**config.mk**
```make
export PLATFORM = sky130hd
export DESIGN_NAME = exec_count_break
export DESIGN_NICKNAME = d
export VERILOG_FILES = /design/src/rtl/ecb_pkg.sv /design/src/rtl/ecb_qualifier.sv /design/src/rtl/ecb_state.sv /design/src/rtl/exec_count_break.sv
export SDC_FILE = /design/constraint.sdc
export NUM_CORES = 1
export LEC_CHECK = 0
export BUFFER_PORTS_ARGS = -buffer_cell sky130_fd_sc_hd__buf_4
export CORE_MARGIN = 5
export CORE_UTILIZATION = 45
export CTS_BUF_LIST = sky130_fd_sc_hd__clkbuf_4
export DETAILED_ROUTE_END_ITERATION = 8
export PLACE_DENSITY = 0.82
export REMOVE_ABC_BUFFERS = 1
export SLEW_MARGIN = 20
export SYNTH_ARGS = -nofsm -noshare
export SYNTH_HDL_FRONTEND = slang
export SYNTH_SLANG_ARGS = --single-unit
```
**constraint.sdc**
```tcl
create_clock -name clk -period 2.02 [get_ports clk]
set_input_delay 0.202 -clock clk [delete_from_list [all_inputs] [get_ports clk]]
set_output_delay 0.202 -clock clk [all_outputs]
set_load 0.01 [all_outputs]
```
**src/rtl/ecb_pkg.sv**
```systemverilog
package ecb_pkg;

    // Action picked for the count register in one cycle
    typedef enum logic [2:0] {
        ACT_HOLD   = 3'd0,  // nothing changes
        ACT_LOAD   = 3'd1,  // bus write, no break
        ACT_LOADBK = 3'd2,  // bus write plus direct-mode break
        ACT_DEC    = 3'd3,  // counted match, count above one
        ACT_LAST   = 3'd4,  // counted match at one: go to zero, break
        ACT_DIRECT = 3'd5   // direct-mode match: break, count held
    } ecb_act_e;

endpackage

```
**src/rtl/ecb_qualifier.sv**
```systemverilog
module ecb_qualifier
    import ecb_pkg::*;
#(
    parameter int CNT_W = 12
) (
    input  logic             wr_en,
    input  logic             mode_en,
    input  logic             match,
    input  logic [CNT_W-1:0] cnt,
    output ecb_act_e         act
);

    localparam logic [CNT_W-1:0] ONE = CNT_W'(1);

    logic cnt_is_zero;
    logic cnt_is_one;

    assign cnt_is_zero = (cnt == '0);
    assign cnt_is_one  = (cnt == ONE);

    always_comb begin
        act = ACT_HOLD;
        if (wr_en) begin
            // Write wins. Only a direct-mode match still breaks.
            act = (match && !mode_en) ? ACT_LOADBK : ACT_LOAD;
        end else if (match) begin
            if (!mode_en) begin
                act = ACT_DIRECT;
            end else if (cnt_is_one) begin
                act = ACT_LAST;
            end else if (!cnt_is_zero) begin
                act = ACT_DEC;
            end
        end
    end

    // a counted match on an empty count does nothing
    always_comb begin
        if (mode_en && match && !wr_en && cnt_is_zero) begin
            a_r6_zero_idle: assert (act == ACT_HOLD);
        end
    end

endmodule

```
**src/rtl/ecb_state.sv**
```systemverilog
module ecb_state
    import ecb_pkg::*;
#(
    parameter int CNT_W = 12
) (
    input  logic             clk,
    input  logic             rst_n,
    input  ecb_act_e         act,
    input  logic [CNT_W-1:0] load_val,
    output logic [CNT_W-1:0] cnt_q,
    output logic             brk_q
);

    typedef struct packed {
        logic [CNT_W-1:0] cnt;
        logic             brk;
    } state_t;

    state_t st_d, st_q;

    always_comb begin
        st_d     = st_q;
        st_d.brk = 1'b0;
        unique case (act)
            ACT_LOAD:   st_d.cnt = load_val;
            ACT_LOADBK: begin
                st_d.cnt = load_val;
                st_d.brk = 1'b1;
            end
            ACT_DEC:    st_d.cnt = st_q.cnt - CNT_W'(1);
            ACT_LAST: begin
                st_d.cnt = '0;
                st_d.brk = 1'b1;
            end
            ACT_DIRECT: st_d.brk = 1'b1;
            default:    ;
        endcase
    end

    always_ff @(posedge clk or negedge rst_n) begin
        if (!rst_n) begin
            st_q <= '0;
        end else begin
            st_q <= st_d;
        end
    end

    assign cnt_q = st_q.cnt;
    assign brk_q = st_q.brk;

    // a decrement lowers the count by exactly one
    a_r4_dec_by_one: assert property (@(posedge clk) disable iff (!rst_n)
        act == ACT_DEC |=> cnt_q == $past(cnt_q) - CNT_W'(1));

    // the last match empties the count and breaks
    a_r5_last_fires: assert property (@(posedge clk) disable iff (!rst_n)
        act == ACT_LAST |=> (cnt_q == '0) && brk_q);

endmodule

```
**src/rtl/exec_count_break.sv**
```systemverilog
module exec_count_break
    import ecb_pkg::*;
#(
    parameter int REG_W = 16,
    parameter int CNT_W = 12
) (
    input  logic             clk,
    input  logic             rst_n,
    input  logic             reg_we,
    input  logic [REG_W-1:0] reg_wdata,
    output logic [REG_W-1:0] reg_rdata,
    input  logic             cnt_mode_en,
    input  logic             match_stb,
    output logic             brk_req
);

    localparam int RSV_W = REG_W - CNT_W;

    ecb_act_e         act;
    logic [CNT_W-1:0] cnt;

    ecb_qualifier #(.CNT_W(CNT_W)) u_qual (
        .wr_en   (reg_we),
        .mode_en (cnt_mode_en),
        .match   (match_stb),
        .cnt     (cnt),
        .act     (act)
    );

    ecb_state #(.CNT_W(CNT_W)) u_state (
        .clk      (clk),
        .rst_n    (rst_n),
        .act      (act),
        .load_val (reg_wdata[CNT_W-1:0]),
        .cnt_q    (cnt),
        .brk_q    (brk_req)
    );

    assign reg_rdata = {{RSV_W{1'b0}}, cnt};

    // reserved bits read zero
    a_r2_rsv_zero: assert property (@(posedge clk) disable iff (!rst_n)
        reg_rdata[REG_W-1:CNT_W] == '0);

    // a write is loaded whatever else happens
    a_r3_write_loads: assert property (@(posedge clk) disable iff (!rst_n)
        reg_we |=> reg_rdata[CNT_W-1:0] == $past(reg_wdata[CNT_W-1:0]));

    // direct mode breaks and keeps the count
    a_r7_direct: assert property (@(posedge clk) disable iff (!rst_n)
        (match_stb && !cnt_mode_en && !reg_we) |=> brk_req && $stable(reg_rdata));

    // a break always follows a match
    a_r9_brk_after_match: assert property (@(posedge clk) disable iff (!rst_n)
        brk_req |-> $past(match_stb));

    // no match, no break next cycle
    a_r9_quiet: assert property (@(posedge clk) disable iff (!rst_n)
        !match_stb |=> !brk_req);

endmodule

```
======== Yosys cells after proc, flatten, opt, wreduce, memory -nomap -nowiden ========
Cells that the tools add are included.
storage, ports and cells
  register bits ........................... 13
  input bits .............................. 21
  output and inout port bits .............. 17
  logic and storage cells ................. 23
operators by class
  add/subtract/negate cells ............... 1
  eq/ne operators ......................... 6
  multiplexer cells ....................... 8
  reduce and logical (&&, ||, !) cells .... 6
operators by type and width
  cell                   count
  $pmux 12 s3            1
  $eq 12x1->1 const B    1
  $logic_not 12->1       1
  $mux 3                 4
  $sub 12x1->12 const B  1
  $eq 3x2->1 const B     2
  $eq 3x3->1 const B     2
  $mux 2                 2
  $eq 3x1->1 const B     1
  $reduce_bool 3->1      1
  $reduce_or 3->1        1
  $reduce_or 2->1        1
  $logic_and 1x1->1      1
  $logic_not 1->1        1
  $mux 1                 1

======== Logic depth before layout (Yosys ltp) ========
  depth in word-level cells ............... 9
  depth in mapped cells ................... 7
  gate-level depth less buffers ........... 6

======== Cells and area by module ========
Synthesis repeated with hierarchy kept, for this count alone.
unflattened totals
  cell total of the unflattened synthesis .. 163
  area, all modules ....................... 1212.4 um2
by module, submodules not included
  module            instances  cells each  area an instance (um2)  seq. area each (um2)
  ecb_state         1          145         1101.1                  325.3
  ecb_qualifier     1          13          77.6                    0.0
  exec_count_break  1          5           33.8                    0.0

======== Worst setup path before layout ========
Ideal clock, no wire load.
  kind .................................... reg-to-reg
  start point ............................. reg u_state.st_q (netlist bit u_state.cnt_q[10])
  end point ............................... reg u_state.st_q (netlist bit u_state.cnt_q[6])
  setup time .............................. 0.126 ns
  arrival time ............................ 1.932 ns
  required time ........................... 1.894 ns
  setup slack ............................. -0.038 ns
  stages on the path, launching flop included .. 6
  path buffers ............................ 1
  period minus slack after synthesis ...... 2.058 ns
  path through ............................ dfrtp_1 > or4_4 > or4b_4 > buf_6 > a32oi_1 > o21ai_1
on the way
  cells in the longest elaborated chain, start to end .. 9
  elaborated cells between the ends (all ways) .. 14
  classes of those cells .................. 5 x eq/ne; 6 x mux; 3 x reduce/logical
RTL lines
  what                                              line                 RTL
  start: declaration                                ecb_state.sv:19      state_t st_d, st_q;
  start signal: assignment                          ecb_state.sv:44      st_q <= st_d;
  $logic_not 12->1                                  ecb_qualifier.sv:18  assign cnt_is_zero = (cnt == '0);
  $mux 2                                            ecb_qualifier.sv:31  end else if (!cnt_is_zero) begin
  $mux 3 (*)                                        ecb_qualifier.sv:29  end else if (cnt_is_one) begin
  $mux 3 (*)                                        ecb_qualifier.sv:27  if (!mode_en) begin
  $mux 3 (*)                                        ecb_qualifier.sv:26  end else if (match) begin
  $mux 3 (*)                                        ecb_qualifier.sv:23  if (wr_en) begin
  $eq 3x1->1 or $eq 3x2->1 (tied branches)          ecb_state.sv:24      unique case (act)
  $reduce_or 2->1 (no line)                         n/a
  $pmux 12 s3 or $reduce_bool 3->1 (tied branches)  n/a
Mark *: on every way between the ends. The rest lies on a longest branch, timed or not.
A chain may end at the register's enable or synchronous reset.

======== Worst setup path in the final report ========
  start point ............................. reg u_state.st_q (netlist bit u_state.cnt_q[11])
  end point ............................... reg u_state.st_q (netlist bit u_state.cnt_q[3])
The elaborated chain is that of the path after synthesis.

==> impl_metrics.py <==
metrics = {
    "layout": {
        "final_area_um2": 1324,
        "multi_input_area_um2": 570.5,
        "layoutNonFillerInstCount": 183,
        "layout_commonest_cell": "buf_4",
        "drive_gt1_share_pct": 35.90,
        "antenna_cells": 0,
        "fillers": 161,
        "layout.area.seq_um2": 325.3,
        "final_cell_mix": "buf_4, dfrtp_1, o211ai_1",
        "area_growth_pct": 40.69,
        "nNetsFinal": 181,
    },
    "placement": {
        "place.detailed.hpwl_mm": 2.135,
        "dp.cells": 177,
        "place_congestion": 0.8933,
        "io_buffers": 29,
        "dpl_cell_area_um2": 1256,
    },
    "route": {
        "met3_length_um": 243,
        "top_layer_used": "met4",
        "drt-wirelength-per-cell_um": 16.11,
        "vias_per_cell": 5.967,
        "dr_wl_met2_mm": 1.469,
        "drtAntennaViolNets": 0,
        "drt_iter0_drc": 70,
        "vias": 1092,
        "firstDrtPassIters": 5,
        "wl_mm": 2.948,
        "drt-met1-wl_mm": 1.144,
        "drcViolationCount": 0,
    },
    "global_route": {
        "grt_max_degree": 14,
        "grt_pass1_wl_mm": 4.678,
        "grt_pass1_vias": 1068,
        "grt.total_usage_pct": 18.64,
        "grt_overflow": 0,
        "antenna_found_initial": 0,
    },
    "synth": {
        "yosys.area_share.adder_pct": 3.989,
        "synth_xor_area_share_pct": 1.862,
        "synth-compound-area-share_pct": 21.81,
        "synth_top_family_by_area": "simple AND/OR/NAND/NOR gates",
        "synth.top_cell.area_share_pct": 34.57,
        "ys_seq_area_share_pct": 34.57,
        "synth_mux_area_share_pct": 1.064,
        "synthArstFlopShare_pct": 100.0,
        "synth_edf_count": 0,
        "ys_warn_count": 0,
        "ys_types": 34,
        "postSynthAreaPerCell_um2": 8.401,
        "synthSimpleGateAreaFrac_pct": 27.13,
        "synth_area_leaders": "dfrtp_1, o211ai_1, ha_1",
        "synth_area_um2": 940.9,
        "ys_ff_latch": 13,
        "synth_cells": 112,
        "synthFlopType": "dfrtp_1",
        "synth_area_leader_cell": "dfrtp_1",
    },
    "clock_network": {
        "cts_sinks": 13,
        "cts_tree": "yes",
        "path_clk_slew_ns": 0.09,
        "cts_made_buffers": 3,
        "cts_root_buffer": "clkbuf_4",
        "ctsHtreeMaxLevel": 1,
        "cts.path.max_buffers": 2,
        "post_cts_buffers": 0,
        "clk_latency_ns": 0.29,
    },
    "power": {
        "p_leak_nw": 0.5965,
        "total_power_uw": 782.8,
        "p_int_uw": 507.1,
        "peakVddDrop_mv": 0.4575,
        "p_switching_uw": 275.7,
        "combinationalPowerShare_pct": 38.4,
        "powerDensity_nw_per_um2": 591.4,
        "p_seq_share_pct": 39.9,
        "pwr-share-clk_pct": 21.7,
        "swShare_pct": 35.22,
    },
    "timing": {
        "slew_viol_final": 0,
        "post-route-period-util_pct": 97.71,
        "clock.fmax_mhz": 506.6,
        "fin_hold_ws_ns": 0.1230,
        "finalSetupViolations": 0,
        "layout_min_cycle_time_ns": 1.974,
        "hold_viol": 0,
        "relSlewSlack_pct": 60.55,
        "tightestPinTransition_ns": 0.5895,
        "finClkSkew_ns": 0.009481,
    },
    "setup_path": {
        "cp-start-kind": "flip-flop",
        "cp.arrival_ns": 2.14,
        "cp_max_fo": 6,
        "criticalPathCategory": "reg2reg",
        "cp_data_required_time_ns": 2.19,
        "crit_path_end_kind": "flip-flop",
    },
    "status": {
        "status": "finished clean",
    },
    "floorplanning": {
        "rows": 16,
        "dieHeight_um": 55.73,
        "dieWidth_um": 55.73,
        "die_area_um2": 3105,
        "core-area_um2": 1982,
        "io_pins": 38,
        "initial_core_util_pct": 47.47,
    },
    "min_path": {
        "holdCritPathClass": "in2reg",
    },
    "run": {
        "cap_viol_max_count": 0,
    },
}
Yosys cell counts (all sizes together), types with 3 or more instances:
| master | count |
|---|---|
| nor2 | 7 |
| nand3 | 7 |
| dfrtp | 13 |
| nand4 | 4 |
| a32oi | 3 |
| inv | 8 |
| clkbuf | 3 |
| buf | 5 |
| ha | 3 |
| o211ai | 11 |
| nor3 | 6 |
| nand2 | 10 |
| a21oi | 6 |
area by class of cell:
type,instances,share of cell area [%]
flip-flops and latches,13,24.57
clock buffers,3,1.701
clock inverters,1,0.3781
repair buffers,44,25.14
inverters,9,2.552
multi-input cells,86,43.10
well taps,27,2.552
power groups by stage:
stage / logic [mW] / clock network, mW / registers, mW
finish: 0.300 / 0.170 / 0.313
global route: 0.325 / 0.178 / 0.317
CTS: 0.294 / 0.174 / 0.313
detailed placement: 0.288 / 0 / 0.318
global placement: 0.280 / 0 / 0.316
floorplan: 0.113 / 0 / 0.340
worst max-delay path, stage by stage, from the launching register on:
cell and delay, ns:
dfrtp_1 0.38, or4_4 0.55, or4b_4 0.60, a32oi_2 0.22
o211ai_1 0.11
timing repair:
item | in CTS | in global routing
endpoints found under the setup margin | 1 | 5
hold endpoints to repair | 13 | 0
cloned | 1 | 0
gates resized for setup | 1 | 3
pin swaps | 1 | 0
hold buffers | 1 | 0
sequential cells by signal, indices dropped and copies added (netlist names):
name,count
u_state.cnt_q,12
u_state.brk_q,1
cells by family after synthesis:
| kind of cell | after synthesis |
|---|---|
| AOI/OAI and AO/OA | 29 |
| xor gates and xnor gates | 2 |
| adders and majority gates | 3 |
| buffers and inverters | 17 |
| DFF | 13 |
| muxes | 1 |
| other | 1 |
| and+or+nand+nor | 46 |
metrics by stage:
stage	setup TNS, ns	setup WS (ns)	utilization, %
finish	0	0.04619	66.79
global placement	0	0.02364	63.38
global route	-0.006530	-0.006530	66.79
CTS	0	0.009857	65.97
floorplan	-0.01926	-0.01926	-
detailed placement	-0.007387	-0.007387	63.38
final timing paths:
| check | startpoint | to | slack, ns | depth (start not counted) |
|---|---|---|---|---|
| max | u_state.cnt_q[11] | u_state.cnt_q[3] | 0.05 | 4 |
| max in group asynchronous | rst_n | u_state.cnt_q[7] | 1.55 | 2 |
| min | reg_wdata[6] | u_state.cnt_q[6] | 0.12 | 3 |
| max reg2reg | u_state.cnt_q[11] | u_state.cnt_q[3] | 0.05 | 4 |
| min reg2reg | u_state.cnt_q[6] | u_state.cnt_q[6] | 0.57 | 2 |
| min in group asynchronous | rst_n | u_state.cnt_q[2] | 0.29 | 2 |
per-layer routing:
layer / global-route usage [%] / vias to the layer above
li1: - / 504
met1: 21.86 / 505
met2: 31.76 / 70
met3: 4.176 / 13
met4: 9.028 / 0
met5: 0 / -
No activity file was read; power rests on OpenSTA's default activity.
